## config.mk

```make
export PLATFORM = sky130hd
export DESIGN_NAME = dual_issue_pair_check
export DESIGN_NICKNAME = d
export VERILOG_FILES = /design/src/rtl/pair_pkg.sv /design/src/rtl/slot_decode.sv /design/src/rtl/hazard_unit.sv /design/src/rtl/issue_arbiter.sv /design/src/rtl/dual_issue_pair_check.sv
export SDC_FILE = /design/constraint.sdc
export NUM_CORES = 1
export LEC_CHECK = 0
export ABC_CLOCK_PERIOD_IN_PS = 2700
export BUFFER_PORTS_ARGS = -buffer_cell sky130_fd_sc_hd__buf_2
export CAP_MARGIN = 20
export CORE_MARGIN = 1
export CORE_UTILIZATION = 48
export CTS_CLUSTER_DIAMETER = 120
export DETAILED_ROUTE_END_ITERATION = 7
export HOLD_SLACK_MARGIN = 0.05
export PLACE_DENSITY_LB_ADDON = 0.05
export REMOVE_ABC_BUFFERS = 1
export SYNTH_ARGS = -nofsm -noshare
export SYNTH_HDL_FRONTEND = slang
export SYNTH_SLANG_ARGS = --single-unit
```

## constraint.sdc

```tcl
create_clock -name clk -period 2.7 [get_ports clk]
set_clock_uncertainty 0.15 [all_clocks]
set_input_delay 0 -clock clk [delete_from_list [all_inputs] [get_ports clk]]
set_output_delay 0 -clock clk [all_outputs]
set_load 0.01 [all_outputs]
```

## src/rtl/pair_pkg.sv

```systemverilog
`timescale 1ns/1ps
// pair_pkg: shared encoding constants and decoded-slot types for the
// dual-issue pairing check. Assumes fixed 32-bit instructions with
// register fields at fixed positions.
package pair_pkg;
    localparam int INSN_W  = 32;
    localparam int OP_W    = 6;
    localparam int REG_W   = 5;
    localparam int NREG    = 1 << REG_W;
    localparam int OP_LSB  = INSN_W - OP_W;
    localparam int RD_LSB  = OP_LSB - REG_W;
    localparam int RS1_LSB = RD_LSB - REG_W;
    localparam int RS2_LSB = RS1_LSB - REG_W;

    localparam logic [OP_W-1:0] OP_EMPTY  = 6'h00;
    localparam logic [OP_W-1:0] OP_IALU   = 6'h01;
    localparam logic [OP_W-1:0] OP_ILOAD  = 6'h02;
    localparam logic [OP_W-1:0] OP_FLOAD  = 6'h03;
    localparam logic [OP_W-1:0] OP_BRANCH = 6'h04;
    localparam logic [OP_W-1:0] OP_FSTORE = 6'h05;
    localparam logic [OP_W-1:0] OP_FOP    = 6'h10;

    // One register reference: used flag, register file select, index.
    typedef struct packed {
        logic             v;
        logic             fp;
        logic [REG_W-1:0] idx;
    } reg_ref_t;

    // Decoded view of one slot.
    typedef struct packed {
        reg_ref_t src1;
        reg_ref_t src2;
        reg_ref_t dst;
        logic     is_load;
        logic     is_branch;
        logic     is_fpop;
        logic     is_empty;
    } slot_dec_t;
endpackage

```

## src/rtl/slot_decode.sv

```systemverilog
`timescale 1ns/1ps
// slot_decode: turns one instruction word into register references and
// class flags. Purely combinational. Unknown opcodes use no registers.
module slot_decode
    import pair_pkg::*;
(
    input  logic [INSN_W-1:0] insn_i,
    output slot_dec_t         dec_o
);
    logic [OP_W-1:0]  op;
    logic [REG_W-1:0] rd, rs1, rs2;
    logic             unused_low;

    assign op  = insn_i[OP_LSB  +: OP_W];
    assign rd  = insn_i[RD_LSB  +: REG_W];
    assign rs1 = insn_i[RS1_LSB +: REG_W];
    assign rs2 = insn_i[RS2_LSB +: REG_W];
    assign unused_low = ^insn_i[RS2_LSB-1:0];

    // Map the opcode onto source, destination and class information.
    always_comb begin
        dec_o = '0;
        unique case (op)
            OP_EMPTY: dec_o.is_empty = 1'b1;
            OP_IALU: begin
                dec_o.dst  = '{v: 1'b1, fp: 1'b0, idx: rd};
                dec_o.src1 = '{v: 1'b1, fp: 1'b0, idx: rs1};
                dec_o.src2 = '{v: 1'b1, fp: 1'b0, idx: rs2};
            end
            OP_ILOAD: begin
                dec_o.dst     = '{v: 1'b1, fp: 1'b0, idx: rd};
                dec_o.src1    = '{v: 1'b1, fp: 1'b0, idx: rs1};
                dec_o.is_load = 1'b1;
            end
            OP_FLOAD: begin
                dec_o.dst     = '{v: 1'b1, fp: 1'b1, idx: rd};
                dec_o.src1    = '{v: 1'b1, fp: 1'b0, idx: rs1};
                dec_o.is_load = 1'b1;
            end
            OP_BRANCH: begin
                dec_o.src1      = '{v: 1'b1, fp: 1'b0, idx: rs1};
                dec_o.src2      = '{v: 1'b1, fp: 1'b0, idx: rs2};
                dec_o.is_branch = 1'b1;
            end
            OP_FSTORE: begin
                dec_o.src1 = '{v: 1'b1, fp: 1'b0, idx: rs1};
                dec_o.src2 = '{v: 1'b1, fp: 1'b1, idx: rs2};
            end
            OP_FOP: begin
                dec_o.dst     = '{v: 1'b1, fp: 1'b1, idx: rd};
                dec_o.src1    = '{v: 1'b1, fp: 1'b1, idx: rs1};
                dec_o.src2    = '{v: 1'b1, fp: 1'b1, idx: rs2};
                dec_o.is_fpop = 1'b1;
            end
            default: dec_o = '0;
        endcase
    end
endmodule

```

## src/rtl/hazard_unit.sv

```systemverilog
`timescale 1ns/1ps
// hazard_unit: computes per-slot read hazards from the scoreboards, the
// one-cycle load record and the same-pair load result. Assumes a load
// result can be read two cycles after the load issues.
module hazard_unit
    import pair_pkg::*;
(
    input  logic            clk,
    input  logic            rst_n,
    input  reg_ref_t        l_src1_i,
    input  reg_ref_t        l_src2_i,
    input  reg_ref_t        l_dst_i,
    input  logic            l_is_load_i,
    input  reg_ref_t        r_src1_i,
    input  reg_ref_t        r_src2_i,
    input  logic            left_done_i,
    input  logic            issue_left_i,
    input  logic [NREG-1:0] int_busy_i,
    input  logic [NREG-1:0] fp_busy_i,
    output logic            left_haz_o,
    output logic            right_haz_o
);
    reg_ref_t pend_q;

    // Scoreboard or load-record conflict for one source.
    function automatic logic src_blocked(input reg_ref_t s, input reg_ref_t p,
                                         input logic [NREG-1:0] ib,
                                         input logic [NREG-1:0] fb);
        logic busy;
        busy = s.fp ? fb[s.idx] : ib[s.idx];
        return s.v && (busy || (p.v && p.fp == s.fp && p.idx == s.idx));
    endfunction

    // Conflict of a right source with a load in the same pair's left slot.
    function automatic logic pair_hit(input reg_ref_t s, input reg_ref_t d,
                                      input logic ld, input logic done);
        return !done && ld && d.v && s.v && s.fp == d.fp && s.idx == d.idx;
    endfunction

    // Record the destination of a load for exactly one cycle after it issues.
    always_ff @(posedge clk) begin
        if (!rst_n)
            pend_q <= '0;
        else if (issue_left_i && l_is_load_i)
            pend_q <= l_dst_i;
        else
            pend_q <= '0;
    end

    // Combine all read hazards per slot.
    always_comb begin
        left_haz_o  = src_blocked(l_src1_i, pend_q, int_busy_i, fp_busy_i)
                    | src_blocked(l_src2_i, pend_q, int_busy_i, fp_busy_i);
        right_haz_o = src_blocked(r_src1_i, pend_q, int_busy_i, fp_busy_i)
                    | src_blocked(r_src2_i, pend_q, int_busy_i, fp_busy_i)
                    | pair_hit(r_src1_i, l_dst_i, l_is_load_i, left_done_i)
                    | pair_hit(r_src2_i, l_dst_i, l_is_load_i, left_done_i);
    end
endmodule

```

## src/rtl/issue_arbiter.sv

```systemverilog
`timescale 1ns/1ps
// issue_arbiter: chooses none, left-only or both slots, tracks a deferred
// right slot and arms the discard after a taken branch. Assumes fetch
// re-presents the same pair while hold is high.
module issue_arbiter (
    input  logic clk,
    input  logic rst_n,
    input  logic pair_valid_i,
    input  logic l_is_fpop_i,
    input  logic l_is_branch_i,
    input  logic r_is_fpop_i,
    input  logic r_is_empty_i,
    input  logic left_haz_i,
    input  logic right_haz_i,
    input  logic branch_taken_i,
    output logic issue_left_o,
    output logic issue_right_o,
    output logic fetch_hold_o,
    output logic left_done_o
);
    logic left_done_q, taken_q, squash_q;
    logic done_pair, defer, taken_now;

    assign left_done_o = left_done_q;

    // Issue decision for the offered pair.
    always_comb begin
        issue_left_o  = 1'b0;
        issue_right_o = 1'b0;
        fetch_hold_o  = 1'b0;
        done_pair     = 1'b0;
        defer         = 1'b0;
        if (pair_valid_i && !squash_q) begin
            if (left_done_q) begin
                if (right_haz_i) fetch_hold_o = 1'b1;
                else begin
                    issue_right_o = 1'b1;
                    done_pair     = 1'b1;
                end
            end else if (left_haz_i) begin
                fetch_hold_o = 1'b1;
            end else begin
                issue_left_o = 1'b1;
                if (r_is_empty_i) done_pair = 1'b1;
                else if (r_is_fpop_i && !l_is_fpop_i && !right_haz_i) begin
                    issue_right_o = 1'b1;
                    done_pair     = 1'b1;
                end else begin
                    fetch_hold_o = 1'b1;
                    defer        = 1'b1;
                end
            end
        end
        taken_now = issue_left_o && l_is_branch_i && branch_taken_i;
    end

    // Deferred-right, taken-branch and discard state.
    always_ff @(posedge clk) begin
        if (!rst_n) begin
            left_done_q <= 1'b0;
            taken_q     <= 1'b0;
            squash_q    <= 1'b0;
        end else begin
            if (defer) left_done_q <= 1'b1;
            else if (done_pair) left_done_q <= 1'b0;
            if (defer && taken_now) taken_q <= 1'b1;
            else if (done_pair) taken_q <= 1'b0;
            if (done_pair && (taken_q || taken_now)) squash_q <= 1'b1;
            else if (pair_valid_i) squash_q <= 1'b0;
        end
    end

    a_r4_right_needs_left: assert property (@(posedge clk) disable iff (!rst_n)
        issue_right_o |-> (issue_left_o || left_done_q));
    a_r4_left_hazard_stalls: assert property (@(posedge clk) disable iff (!rst_n)
        (pair_valid_i && !squash_q && !left_done_q && left_haz_i)
        |-> (!issue_left_o && !issue_right_o && fetch_hold_o));
    a_r5_slot_roles: assert property (@(posedge clk) disable iff (!rst_n)
        (issue_right_o && !left_done_q) |-> (r_is_fpop_i && !l_is_fpop_i));
    a_r5_resume_single: assert property (@(posedge clk) disable iff (!rst_n)
        (issue_left_o && fetch_hold_o && pair_valid_i) |=> (pair_valid_i -> !issue_left_o));
    a_r11_discard: assert property (@(posedge clk) disable iff (!rst_n)
        (pair_valid_i && squash_q) |-> (!issue_left_o && !issue_right_o && !fetch_hold_o));
    a_r12_idle: assert property (@(posedge clk) disable iff (!rst_n)
        !pair_valid_i |-> (!issue_left_o && !issue_right_o && !fetch_hold_o));
endmodule

```

## src/rtl/dual_issue_pair_check.sv

```systemverilog
`timescale 1ns/1ps
// dual_issue_pair_check: top of the pairing check. Decodes both slots,
// evaluates hazards and drives the issue and hold outputs. Assumes left
// slot = integer/memory/branch, right slot = FP operation.
module dual_issue_pair_check
    import pair_pkg::*;
(
    input  logic              clk,
    input  logic              rst_n,
    input  logic              pair_valid_i,
    input  logic [INSN_W-1:0] left_insn_i,
    input  logic [INSN_W-1:0] right_insn_i,
    input  logic              branch_taken_i,
    input  logic [NREG-1:0]   int_busy_i,
    input  logic [NREG-1:0]   fp_busy_i,
    output logic              issue_left_o,
    output logic              issue_right_o,
    output logic              fetch_hold_o
);
    localparam int NSLOT = 2;

    logic [INSN_W-1:0] insn [NSLOT];
    slot_dec_t         dec  [NSLOT];
    logic              left_haz, right_haz, left_done;
    logic              unused_dec;

    assign insn[0] = left_insn_i;
    assign insn[1] = right_insn_i;

    for (genvar s = 0; s < NSLOT; s++) begin : g_slot
        slot_decode u_dec (.insn_i(insn[s]), .dec_o(dec[s]));
    end

    assign unused_dec = dec[0].is_empty ^ dec[1].is_load ^ dec[1].is_branch ^ (^dec[1].dst);

    hazard_unit u_haz (
        .clk(clk), .rst_n(rst_n),
        .l_src1_i(dec[0].src1), .l_src2_i(dec[0].src2), .l_dst_i(dec[0].dst),
        .l_is_load_i(dec[0].is_load),
        .r_src1_i(dec[1].src1), .r_src2_i(dec[1].src2),
        .left_done_i(left_done), .issue_left_i(issue_left_o),
        .int_busy_i(int_busy_i), .fp_busy_i(fp_busy_i),
        .left_haz_o(left_haz), .right_haz_o(right_haz)
    );

    issue_arbiter u_arb (
        .clk(clk), .rst_n(rst_n), .pair_valid_i(pair_valid_i),
        .l_is_fpop_i(dec[0].is_fpop), .l_is_branch_i(dec[0].is_branch),
        .r_is_fpop_i(dec[1].is_fpop), .r_is_empty_i(dec[1].is_empty),
        .left_haz_i(left_haz), .right_haz_i(right_haz),
        .branch_taken_i(branch_taken_i),
        .issue_left_o(issue_left_o), .issue_right_o(issue_right_o),
        .fetch_hold_o(fetch_hold_o), .left_done_o(left_done)
    );

    a_r8_no_same_pair_load_use: assert property (@(posedge clk) disable iff (!rst_n)
        (issue_left_o && issue_right_o && dec[0].is_load)
        |-> (dec[1].src1 != dec[0].dst && dec[1].src2 != dec[0].dst));
    a_r9_next_cycle_load_use: assert property (@(posedge clk) disable iff (!rst_n)
        (issue_left_o && dec[0].is_load)
        |=> !((issue_left_o && (dec[0].src1 == $past(dec[0].dst) || dec[0].src2 == $past(dec[0].dst)))
           || (issue_right_o && (dec[1].src1 == $past(dec[0].dst) || dec[1].src2 == $past(dec[0].dst)))));
    a_r7_busy_blocks_left: assert property (@(posedge clk) disable iff (!rst_n)
        (issue_left_o && dec[0].src1.v && !dec[0].src1.fp) |-> !int_busy_i[dec[0].src1.idx]);
endmodule

```

# --- After elaboration in Yosys (flattened, before gate mapping) ---
# Index checks and enable logic that the tools add are counted.
op_classes:
  n_eq_ne: 24
  reduce_logical: 51
  n_bitwise: 4
  n_lt_le_gt_ge: 4
  mux: 57
ops:
  columns: ["operator", "n"]
  rows:
  - ["7-bit case mux with 2 select lines", 5]
  - ["1-bit 2-to-1 mux", 44]
  - ["1-bit binary-select mux with 5-bit select", 8]
  - ["5-bit == test", 6]
  - ["1-bit logical AND", 28]
  - ["6-bit by 2-bit == test with 1-bit output (second input constant)", 4]
  - ["6-bit by 3-bit == test with 1-bit output (second input constant)", 4]
  - ["5-bit by 6-bit < comparator with 1-bit output (second input constant)", 4]
  - ["2-bit OR reduction", 7]
  - ["6-bit by 1-bit == test with 1-bit output (second input constant)", 2]
  - ["6-bit by 5-bit == test with 1-bit output (second input constant)", 2]
  - ["5-bit OR reduction", 2]
  - ["1-bit == test", 6]
  - ["6-bit zero test", 1]
  - ["2-bit nonzero test", 3]
  - ["1-bit logical OR", 5]
  - ["1-bit zero test", 4]
  - ["1-bit OR", 4]
  - ["2-bit AND reduction", 1]
word_totals:
  reg_bits: 10
  output_inout_bits: 3
  elab_cells: 146

# --- Logic depth before layout (Yosys ltp) ---
# Gate-level depths: netlist of run 1.
depth:
  word_depth: 20
  depth_mapped: 12
  ltp_nobuf: 9

# --- Modules after synthesis ---
# Synthesis of run 1 repeated with hierarchy kept, for this count alone.
hier_totals:
  cells_unflattened: 382
  hier_area_um2: 3692.3
modules_own_cells:
  columns: ["module", "area_per_inst_um2", "instances", "cells_each", "seq_area_each_um2"]
  rows:
  - ["hazard_unit", 2885.3, 1, 253, 140.1]
  - ["slot_decode", 294.0, 2, 51, 0.0]
  - ["issue_arbiter", 219.0, 1, 27, 60.1]

# --- Least setup slack after synthesis of run 1 ---
# Ideal clock, no wire load.
synth_path:
  path_type: "input to output"
  startpoint: "input left_insn_i[27]"
  endpoint: "output issue_right_o"
  path_slack_ns: 0.142
  cell_stages: 10
  arrival_ns: 2.408
  cell_sequence: "buf_2 or4b_1 or3_1 nand3_1 a221oi_1 a21oi_1 o211ai_1 a2111oi_0 a21oi_1 nor4_1"
synth_via:
  elab_chain_cells: 17
synth_lines:
  columns: ["item", "line", "rtl"]
  rows:
  - ["from (decl)", "dual_issue_pair_check.sv:11", "input logic [INSN_W-1:0] left_insn_i,"]
  - ["parallel branches: the longest is 15 deep, another holds 7-bit case mux with 2 select lines", null, null]
  - ["1-bit 2-to-1 mux (*)", "issue_arbiter.sv:34", "if (left_done_q) begin"]
  - ["1-bit 2-to-1 mux (*)", "issue_arbiter.sv:33", "if (pair_valid_i && !squash_q) begin"]
  - ["to (decl)", "dual_issue_pair_check.sv:17", "output logic issue_right_o,"]
# Mark *: on every way between the ends. The select of a mux whose other input is x is not followed.

# --- Worst setup path after layout of run 1 ---
layout_path:
  startpoint: "register u_haz.pend_q[4] in the netlist's numbering"
  endpoint: "output fetch_hold_o"
layout_via:
  elab_chain_cells: 14
layout_lines:
  columns: ["item", "line", "rtl"]
  rows:
  - ["from (decl)", "hazard_unit.sv:23", "reg_ref_t pend_q;"]
  - ["from (signal assigned)", "hazard_unit.sv:45", "pend_q <= l_dst_i;"]
  - ["5-bit == test", "hazard_unit.sv:31", "return s.v && (busy || (p.v && p.fp == s.fp && p.idx == s.idx));"]
  - ["1-bit logical AND", "hazard_unit.sv:31", null]
  - ["1-bit logical OR", "hazard_unit.sv:31", null]
  - ["1-bit logical AND", "hazard_unit.sv:31", null]
  - ["1-bit OR", "hazard_unit.sv:55", "| src_blocked(r_src2_i, pend_q, int_busy_i, fp_busy_i)"]
  - ["1-bit OR", "hazard_unit.sv:56", "| pair_hit(r_src1_i, l_dst_i, l_is_load_i, left_done_i)"]
  - ["1-bit OR", "hazard_unit.sv:57", "| pair_hit(r_src2_i, l_dst_i, l_is_load_i, left_done_i);"]
  - ["1-bit zero test", "issue_arbiter.sv:45", "else if (r_is_fpop_i && !l_is_fpop_i && !right_haz_i) begin"]
  - ["1-bit logical AND", "issue_arbiter.sv:45", null]
  - ["1-bit 2-to-1 mux", "issue_arbiter.sv:45", null]
  - ["1-bit 2-to-1 mux", "issue_arbiter.sv:44", "if (r_is_empty_i) done_pair = 1'b1;"]
  - ["1-bit 2-to-1 mux", "issue_arbiter.sv:40", "end else if (left_haz_i) begin"]
  - ["1-bit 2-to-1 mux (*)", "issue_arbiter.sv:34", null]
  - ["1-bit 2-to-1 mux (*)", "issue_arbiter.sv:33", null]
  - ["to (decl)", "dual_issue_pair_check.sv:18", "output logic fetch_hold_o"]
# Every way passes the cells marked *; elsewhere a longest branch is shown, timed or not.

==> reports/qor.csv, run 1 <==
stage,metric,value,unit
critical_path,r2r-end,u_arb.left_done_o,
synth,synthCells,518,
status,violations,setup timing,
cts,cts_buffers,3,
critical_path,timing.rr.start,u_haz.pend_q[4],
timing,layout_setup_ws,-64.7,ps
critical_path,worstPathRequired,2550,ps
cts,cts_sinks,10,
synth,netlist_area,4040,um2
critical_path,cp-start-kind,register,
hold_path,hold_depth,2,
global_route,overflow,0,
timing,min_period,2760,ps
placed_design,place.gp.congestion,1.00,
placed_design,dpl_worst_slack,-227,ps
cells_and_area,area_growth_syn_to_layout,46.0,%
power_and_ir_drop,switching_share,0.438,
floorplan,die_y,93.7,um
cells_and_area,nNetsFinal,843,
routing,drcViolationCount,0,
hold_path,min_to,u_haz.pend_q[3],
floorplan,die_area,8780,um2
cells_and_area,multi_input_area,3850,um2
routing,drt_iter0_markers,565,
global_route,grt_pass1_vias,5239,
synth,synthTopCellsByArea,"mux4_2 (18%), mux2i_1 (6.2%), dfxtp_1 (5.0%)",
synth,synthFlopType,dfxtp_1,
timing,fin_crit_sh,1.02,
power_and_ir_drop,power.internal,0.000664,W
routing,dr.pass1.iters,8,
synth,synth-edff-count,0,
cts,clockRootBuffer,clkbuf_8,
power_and_ir_drop,combPwrFrac,0.743,
global_route,antenna_found_initial,0,
cells_and_area,ff_latch_area,206,um2
power_and_ir_drop,irDropWorstVdd,160,uV
routing,vias,5654,
power_and_ir_drop,p_sw,0.000516,W
floorplan,rows,33,
power_and_ir_drop,clkPwrFrac,0.129,
flow_run,cap_violations,0,
power_and_ir_drop,p_total,0.00118,W
timing,setup_viol,1,
critical_path,critPathCaptureType,output port,
floorplan,core,8180,um2
hold_path,hold_path.class,input port to register,
placed_design,dp_hpwl,14700,um
synth,syn_area_per_cell,7.79,um2
synth,synth_top_area_cell,mux4_2,
synth,async_flop_share,0,
floorplan,ios,135,
timing,slew_headroom,0.624,
synth,synth_warnings,0,
floorplan,initial_utilization,0.494,
cts,clk_latency,240,ps
hold_path,min_from,left_insn_i[24],
cts,cts_max_level,1,
critical_path,r2r_cells,12,
timing,rsz0062_at_grt,true,
power_and_ir_drop,seqPwrFrac,0.128,
synth,synth.top_cell.area_share,0.178,
global_route,track_usage,0.417,
status,status,"finished, violations left",
timing,final-hold-violation-count,0,
routing,routed_wl,18500,um
cts,clock_path_buffers,2,
cells_and_area,insertedDiodeCount,0,
timing,worst_pin_slew,557,ps
timing,drv_slew,0,
synth,synth_seq_area_share,0.0496,
timing,clock.fmax,0.362,GHz
cts,cts_tree,built,
power_and_ir_drop,powerDensity,200,nW/um2
routing,antenna_left,0,
placed_design,port_buffers,107,
power_and_ir_drop,leakagePower,2.45,nW
synth,ys_ff_latch,10,
critical_path,crit_fanout,5,
cells_and_area,fillers,665,
floorplan,die_x,93.7,um
global_route,grt_max_degree,21,
routing,viasPerCell,6.95,
critical_path,arrival,2610,ps
global_route,grt_pass1_wl,28000,um
cts,cts.clk_slew.worst_paths,50,ps
critical_path,critPathKind,register to output port,
synth,synth_cell_types,78,
routing,post_drt_wl_per_cell,22.7,um
critical_path,r2r_slack,50,ps
cells_and_area,drive_above_1_share,0.471,
[cells in the mapped netlist (13+ instances only)]
cell / n
nand3_1: 18
mux2_2: 13
xor2_1: 17
buf_2: 17
mux4_2: 32
mux2i_1: 25
o21ai_0: 25
a31oi_1: 13
nor2_1: 22
nand2_1: 38
a21oi_1: 33
inv_1: 15
clkbuf_1: 21
[cell families after synthesis]
group	Yosys count	synth area share
xor gates and xnor gates	25	0.0542
muxes	72	0.282
AOI/OAI and AO/OA	172	0.300
and+or+nand+nor	176	0.249
buffers and inverters	63	0.0657
DFF	10	0.0496
[through the flow]
stage          std cells  TNS [ps]   util  hold slack, ps  area, um2
3_5_place_dp         796     -1860  0.656             112       5370
3_3_place_gp         796     -1500  0.656            97.0       5370
5_1_grt              814      -295  0.721             181       5900
6_report             814     -64.7  0.721             181       5900
4_1_cts              810         0  0.689             190       5630
2_1_floorplan        473         0      -           -28.3       3840
[worst max-delay path, stage by stage (launching register included)]
cell	delay, ps
dfxtp_2	430
buf_4	160
nand2b_1	110
nand2_1	60
a21oi_1	150
a31oi_1	70
o32ai_1	370
a311oi_2	100
and3b_1	240
or2_1	250
a221oi_2	260
buf_2	170
[placed cells by master, fill, tap and decap left out, types with 4 or more instances in the layout]
cell type and n:
o21ai_1 9, mux2_2 13, o21a_1 5, nor3_1 9
nor4_1 5, and3_1 4, and2_1 7, mux2i_1 23
buf_2 100, xor2_1 17, a221oi_2 8, dfxtp_2 5
mux4_2 32, xnor2_1 8, o211ai_1 10, nand3b_1 5
buf_4 113, nor2b_1 6, o22ai_1 5, nand2_1 38
o21ai_0 23, a31oi_1 12, dlygate4sd3_1 7, nand2b_1 8
o31ai_1 4, nand4_1 9, nor2_1 22, buf_12 4
a21oi_1 30, or3_1 7, dfxtp_1 5, nand3_1 17
buf_6 5, inv_1 15, o2111ai_1 4, a221oi_1 5
o41ai_1 4
[power by group through the flow]
stage / Sequential [W] / Clock [W] / Combinational [W]
2_1_floorplan: 0.000155 / 0 / 0.000339
3_3_place_gp: 0.000154 / 0 / 0.000768
3_5_place_dp: 0.000154 / 0 / 0.000776
4_1_cts: 0.000151 / 0.000151 / 0.000808
5_1_grt: 0.000151 / 0.000166 / 0.000923
6_report: 0.000151 / 0.000152 / 0.000877
[worst max-delay path by stage]
| stage | from | to | slack, ps | depth (start not counted) |
|---|---|---|---|---|
| 6_report | u_haz.pend_q[4] | fetch_hold_o | -60 | 11 |
| 5_1_grt | right_insn_i[30] | fetch_hold_o | -160 | 12 |
| 4_1_cts | left_insn_i[26] | fetch_hold_o | 1 | 12 |
| 3_5_place_dp | left_insn_i[11] | u_arb.left_done_o | -230 | 11 |
| 3_3_place_gp | left_insn_i[31] | issue_right_o | -190 | 12 |
| 2_1_floorplan | right_insn_i[27] | fetch_hold_o | 210 | 9 |
[sequential cells by signal, summed over array words and instances, names as in the netlist]
signal,count
u_haz.pend_q,7
u_arb.left_done_o,1
u_arb.taken_q,1
u_arb.squash_q,1
[metal layers]
metal	up-vias	global-route usage	wire length, um
li1	2455	-	-
met1	2652	0.548	7050
met2	457	0.661	8450
met3	90	0.0696	2060
met4	0	0.199	926
met5	-	0	0
[area by class of cell]
| cell class | count | area share |
|---|---|---|
| Multi-Input combinational cell | 445 | 0.653 |
| Inverter | 18 | 0.0115 |
| Clock buffer | 3 | 0.00700 |
| Sequential cell | 10 | 0.0350 |
| Tap cell | 105 | 0.0223 |
| Timing Repair Buffer | 233 | 0.271 |
[timing repair]
| item | in CTS | in global routing |
|---|---|---|
| hold buffers | 8 | 0 |
| endpoints found under the hold margin | 9 | 0 |
| setup buffers | 3 | 8 |
| pin swaps | 9 | 24 |
| setup endpoints to repair | 3 | 12 |
| gates resized for setup | 27 | 50 |
(Power assumes the default switching activity.)
==> run 2: changes to the inputs <==
ABC_AREA = 1   (was unset)
RECOVER_POWER = 50   (was unset)
==> reports/qor.csv, run 2 <==
stage,metric,value,unit
synth,synthFlopType,dfxtp_1,
hold_path,min_to,u_arb.taken_q,
synth,ys_ff_latch,10,
critical_path,cp_slowest_stage_delay,360,ps
timing,setup_viol,0,
cts,clockRootBuffer,clkbuf_8,
critical_path,timing.rr.start,u_haz.pend_q[5],
synth,synth-edff-count,0,
cells_and_area,fillers,813,
timing,drv_slew,0,
routing,vias,6400,
cells_and_area,ff_latch_area,200,um2
cts,cts.clk_slew.worst_paths,50,ps
critical_path,r2r_slack,510,ps
cells_and_area,mostFrequentLayoutCells,"nand3_1 (272), nand2_1 (233), buf_2 (107)",
critical_path,startpoint,left_insn_i[29],
timing,clock.fmax,0.378,GHz
critical_path,critPathCaptureType,output port,
global_route,grt_pass1_wl,28800,um
critical_path,r2r-end,u_arb.left_done_o,
routing,drt_iter0_markers,866,
placed_design,place.gp.congestion,0.995,
cells_and_area,multi_input_area,3390,um2
cts,cts_buffers,3,
timing,hold_slack,120,ps
floorplan,rows,33,
critical_path,critPathKind,input port to output port,
synth,synth_warnings,0,
critical_path,slowest_stage,nor4_1,
timing,worst_pin_slew,471,ps
cts,cts_tree,built,
critical_path,crit_chain,"buf_2, nor2_2, nand3_1, buf_4, nand3_1, nand2_1, xnor2_1, nor4_1, nand2_1, nand2_1, inv_1, nand4_1, nand2_1, nand2_1, nand2_2, nor2_1, buf_2",
synth,synth_top_area_cell,nand3_1,
synth,synthTopCellsByArea,"nand3_1 (35%), nand2_1 (22%), inv_1 (6.0%)",
synth,synth.top_cell.area_share,0.346,
timing,slew_headroom,0.686,
floorplan,die_area,8790,um2
power_and_ir_drop,switching_share,0.465,
timing,layout_setup_ws,57.1,ps
status,status,finished clean,
routing,routed_wl,19400,um
routing,drcViolationCount,0,
routing,viasPerCell,6.34,
cts,cts_sinks,10,
hold_path,hold_depth,6,
floorplan,ios,135,
power_and_ir_drop,p_sw,0.000448,W
synth,synthCells,786,
cells_and_area,insertedDiodeCount,0,
power_and_ir_drop,irDropWorstVdd,302,uV
floorplan,initial_utilization,0.494,
cells_and_area,nNetsFinal,1038,
routing,antenna_left,0,
critical_path,r2r_cells,14,
critical_path,worstPathRequired,2550,ps
synth,netlist_area,4040,um2
floorplan,core,8180,um2
routing,post_drt_wl_per_cell,19.2,um
cts,cts_max_level,1,
cells_and_area,mostFrequentLayoutCell,nand3_1,
timing,final-hold-violation-count,0,
critical_path,crit_top_cell,nand2_1,
floorplan,die_y,93.8,um
global_route,antenna_found_initial,0,
cells_and_area,drive_above_1_share,0.239,
synth,synth_seq_area_share,0.0495,
synth,netlist_top_cells_count,"nand3_1 (279), nand2_1 (240), inv_1 (65)",
critical_path,crit_fanout,10,
timing,fin_crit_sh,0.979,
synth,syn_area_per_cell,5.14,um2
critical_path,arrival,2490,ps
power_and_ir_drop,leakagePower,2.67,nW
cells_and_area,area_growth_syn_to_layout,27.8,%
global_route,grt_max_degree,50,
critical_path,cp-start-kind,input port,
cells_and_area,largest_reg_flops,7,
synth,async_flop_share,0,
power_and_ir_drop,power.internal,0.000515,W
critical_path,crit_buf_inv,4,
synth,synth_cell_types,34,
placed_design,dpl_worst_slack,-60.6,ps
placed_design,dp_hpwl,13700,um
power_and_ir_drop,clkPwrFrac,0.199,
power_and_ir_drop,combPwrFrac,0.641,
global_route,grt_pass1_vias,5641,
power_and_ir_drop,powerDensity,187,nW/um2
cells_and_area,top_register,u_haz.pend_q,
synth,synth_most_common_cell,nand3_1,
routing,dr.pass1.iters,8,
hold_path,min_from,branch_taken_i,
flow_run,cap_violations,0,
placed_design,port_buffers,107,
hold_path,hold_path.class,input port to register,
cts,clock_path_buffers,2,
cts,clk_latency,240,ps
floorplan,die_x,93.8,um
global_route,overflow,0,
timing,min_period,2640,ps
global_route,track_usage,0.426,
critical_path,cp_top_family,simple AND/OR/NAND/NOR gates,
power_and_ir_drop,seqPwrFrac,0.160,
==> run 2: cell types whose count changed in the layout (fill, tap and decap cells not counted), moves of 12 or more <==
cell / change
a21oi_1: -25
a31oi_1: -12
buf_4: -78
inv_1: +49
mux2_2: -13
mux2i_1: -23
mux4_2: -32
nand2_1: +195
nand2_2: +13
nand3_1: +255
o211ai_1: +19
o21ai_0: -22
==> run 2: area by class of cell <==
type,instances,area share
sequential,10,0.0388
timing repair buffer,161,0.213
inverter,74,0.0560
tap,105,0.0254
multi-input combinational,656,0.656
clock buffer,4,0.0107
==> run 2: worst min-delay path: cells and delay by family <==
kind | cells | cell delay, ps
AND/OR/NAND/NOR | 3 | 270
AO/OA/AOI/OAI | 1 | 60
buffers and inverters | 2 | 140
==> run 2: logic make-up (layout without fill, tap and decap cells) <==
logic type,Yosys count,count (layout),synth area share
AND/OR/NAND/NOR,581,581,0.676
buffers and inverters,120,239,0.135
AO/OA/AOI/OAI,57,57,0.101
XOR/XNOR,18,18,0.0390
flip-flops,10,10,0.0495
==> run 2: worst max-delay path by stage <==
stage / end / cells after the start
CTS: fetch_hold_o / 22
floorplan: u_arb.left_done_o / 22
global placement: u_arb.taken_q / 23
finish: fetch_hold_o / 17
global route: fetch_hold_o / 21
detailed placement: u_arb.taken_q / 23
==> run 2: layer usage <==
metal  wire length, um  global-route usage  vias to the layer above
met1              7130               0.557                     2870
met3              2680              0.0809                      105
met4               962               0.199                        0
li1                  -                   -                     2921
met2              8640               0.670                      504
met5                 0                   0                        -
==> run 2: power groups by stage <==
stage          sequential (W)  clock (W)  combinational (W)
2_1_floorplan        0.000156          0           0.000295
3_3_place_gp         0.000157          0           0.000554
3_5_place_dp         0.000157          0           0.000565
4_1_cts              0.000154   0.000192           0.000576
5_1_grt              0.000154   0.000200           0.000660
6_report             0.000154   0.000192           0.000618
==> run 2: repair_timing <==
action,in CTS,in global routing
gates resized for setup,0,30
hold buffers,7,0
setup buffers,0,4
endpoints found under the setup margin,0,11
hold endpoints to repair,10,0
==> run 2: metrics by stage <==
step	util	cell area, um2	total power (W)	TNS, ps	std cells
finish	0.632	5160	0.000964	0	1010
detailed placement	0.600	4900	0.000722	-110	995
global route	0.632	5160	0.00101	-81.6	1010
floorplan	-	3770	0.000451	-478	740
CTS	0.615	5030	0.000922	0	1006
global placement	0.600	4900	0.000711	0	995
==> run 3: changes to the inputs <==
BUFFER_PORTS_ARGS = -buffer_cell sky130_fd_sc_hd__buf_4   (was -buffer_cell sky130_fd_sc_hd__buf_2)
MAX_ROUTING_LAYER = met4   (was unset)
==> reports/qor.csv, run 3 (synthesis gave the netlist of run 2 again) <==
stage,metric,value,unit
power_and_ir_drop,leakagePower,2.79,nW
critical_path,cp-start-kind,input port,
critical_path,cp_slowest_stage_delay,210,ps
timing,worst_pin_slew,424,ps
global_route,overflow,0,
critical_path,arrival,2480,ps
cells_and_area,insertedDiodeCount,0,
floorplan,ios,135,
critical_path,crit_chain,"buf_4, nor2_4, nand4_1, buf_4, nand4_4, nand2_4, buf_8, nand2_1, o211ai_1, nand3_1, nand3_1, nand3_2, nand3_1, nand2_1, nand2_1, nand2_1, inv_2, nor2_4, nand2_2, inv_2, buf_4, buf_4",
floorplan,core,8180,um2
cts,cts_tree,built,
global_route,antenna_found_initial,0,
flow_run,cap_violations,0,
cells_and_area,ff_latch_area,200,um2
power_and_ir_drop,irDropWorstVdd,291,uV
cts,clockRootBuffer,clkbuf_8,
critical_path,cp_top_family,simple AND/OR/NAND/NOR gates,
cts,clock_path_buffers,2,
timing,drv_slew,0,
cells_and_area,nNetsFinal,1046,
cts,cts_max_level,1,
critical_path,critPathCaptureType,output port,
cells_and_area,final_cells,1018,
critical_path,critPathKind,input port to output port,
timing,final-hold-violation-count,0,
critical_path,worstPathRequired,2550,ps
cells_and_area,mostFrequentLayoutCell,nand3_1,
floorplan,die_y,93.8,um
routing,viasPerCell,6.41,
routing,dr_wl_met2,9020,um
routing,vias,6525,
routing,post_drt_wl_per_cell,19.5,um
placed_design,dpl_worst_slack,-206,ps
cells_and_area,fin_util,0.676,
critical_path,crit_buf_inv,7,
floorplan,initial_utilization,0.494,
routing,top_layer_used,met4,
cells_and_area,drive_above_1_share,0.239,
cells_and_area,area_growth_syn_to_layout,36.7,%
routing,drt_iter0_markers,771,
timing,layout_setup_ws,72.9,ps
cells_and_area,fillers,773,
global_route,grt_pass1_vias,5894,
critical_path,slowest_stage,buf_4,
global_route,grt_pass1_wl,29400,um
placed_design,dp_cells,999,
routing,dr_wl_met3,2570,um
routing,routed_wl,19800,um
critical_path,crit_fanout,24,
cts,clk_latency,240,ps
timing,fin_crit_sh,0.973,
global_route,track_usage,0.441,
placed_design,dp_hpwl,14000,um
cts,cts.clk_slew.worst_paths,50,ps
placed_design,place.gp.congestion,1.06,
cts,cts_buffers,3,
floorplan,die_area,8790,um2
routing,dr.pass1.iters,8,
routing,m1WireLength,7090,um
cells_and_area,mostFrequentLayoutCells,"nand3_1 (276), nand2_1 (235), buf_4 (146)",
timing,setup_viol,0,
placed_design,port_buffers,107,
cells_and_area,top_register,u_haz.pend_q,
global_route,grt_max_degree,29,
floorplan,rows,33,
timing,slew_headroom,0.717,
timing,min_period,2630,ps
status,status,finished clean,
floorplan,die_x,93.8,um
cells_and_area,multi_input_area,3390,um2
hold_path,hold_path.class,input port to register,
routing,drcViolationCount,0,
power_and_ir_drop,powerDensity,185,nW/um2
routing,antenna_left,0,
cells_and_area,largest_reg_flops,7,
timing,hold_slack,138,ps
timing,clock.fmax,0.381,GHz
cts,cts_sinks,10,
run 3: cell types whose count changed in the layout (fill, tap and decap cells not counted), moves of 3 or more:
| cell | before | now |
|---|---|---|
| nand3_2 | 9 | 4 |
| nand3_1 | 272 | 276 |
| nor2_4 | 6 | 10 |
| nand2_2 | 13 | 10 |
| buf_4 | 35 | 146 |
| buf_2 | 107 | 0 |
| nor2_2 | 7 | 3 |
run 3: stage by stage:
stage	total power, W	area [um2]	TNS [ps]
final	0.00102	5520	0
after global routing	0.00107	5520	-241
after CTS	0.000970	5330	0
after detailed placement	0.000770	5190	-1570
after global placement	0.000758	5190	-264
after floorplan	0.000451	3770	-478
run 3: tightest hold or removal path: cells and delay by family:
family / cells / cell delay, ps
AND/OR/NAND/NOR: 3 / 230
buffers and inverters: 1 / 100
AO/OA/AOI/OAI: 1 / 150
run 3: final timing paths:
kind	from	to	slack (ps)	cells past startpoint
setup / recovery	left_insn_i[30]	issue_left_o	70	22
hold / removal	right_insn_i[30]	u_arb.left_done_o	140	5
hold reg to reg	u_arb.taken_q	u_arb.taken_q	310	2
setup reg to reg	u_haz.pend_q[5]	u_arb.left_done_o	580	14
run 3: final cells by class:
class,instances,share of cell area
Sequential cell,10,0.0362
Timing Repair Buffer,169,0.263
Multi-Input combinational cell,656,0.613
Tap cell,105,0.0238
Clock buffer,4,0.00997
Inverter,74,0.0537
run 3: timing repair:
| action | in CTS | in global routing |
|---|---|---|
| setup endpoints to repair | 2 | 13 |
| pin swaps | 1 | 6 |
| hold buffers | 7 | 0 |
| gates resized for setup | 2 | 34 |
| hold endpoints to repair | 10 | 0 |
| buffers inserted | 1 | 7 |
run 3: power by group:
part	internal (W)	switching (W)	total, W
clock network	0.000129	0.0000646	0.000193
registers	0.000150	0.00000427	0.000155
logic	0.000289	0.000383	0.000672
run 3: metal layers:
layer | vias up | GRT usage
li1 | 2929 | -
met1 | 2888 | 0.512
met2 | 582 | 0.716
met3 | 126 | 0.0769
met4 | 0 | 0.251
met5 | - | -
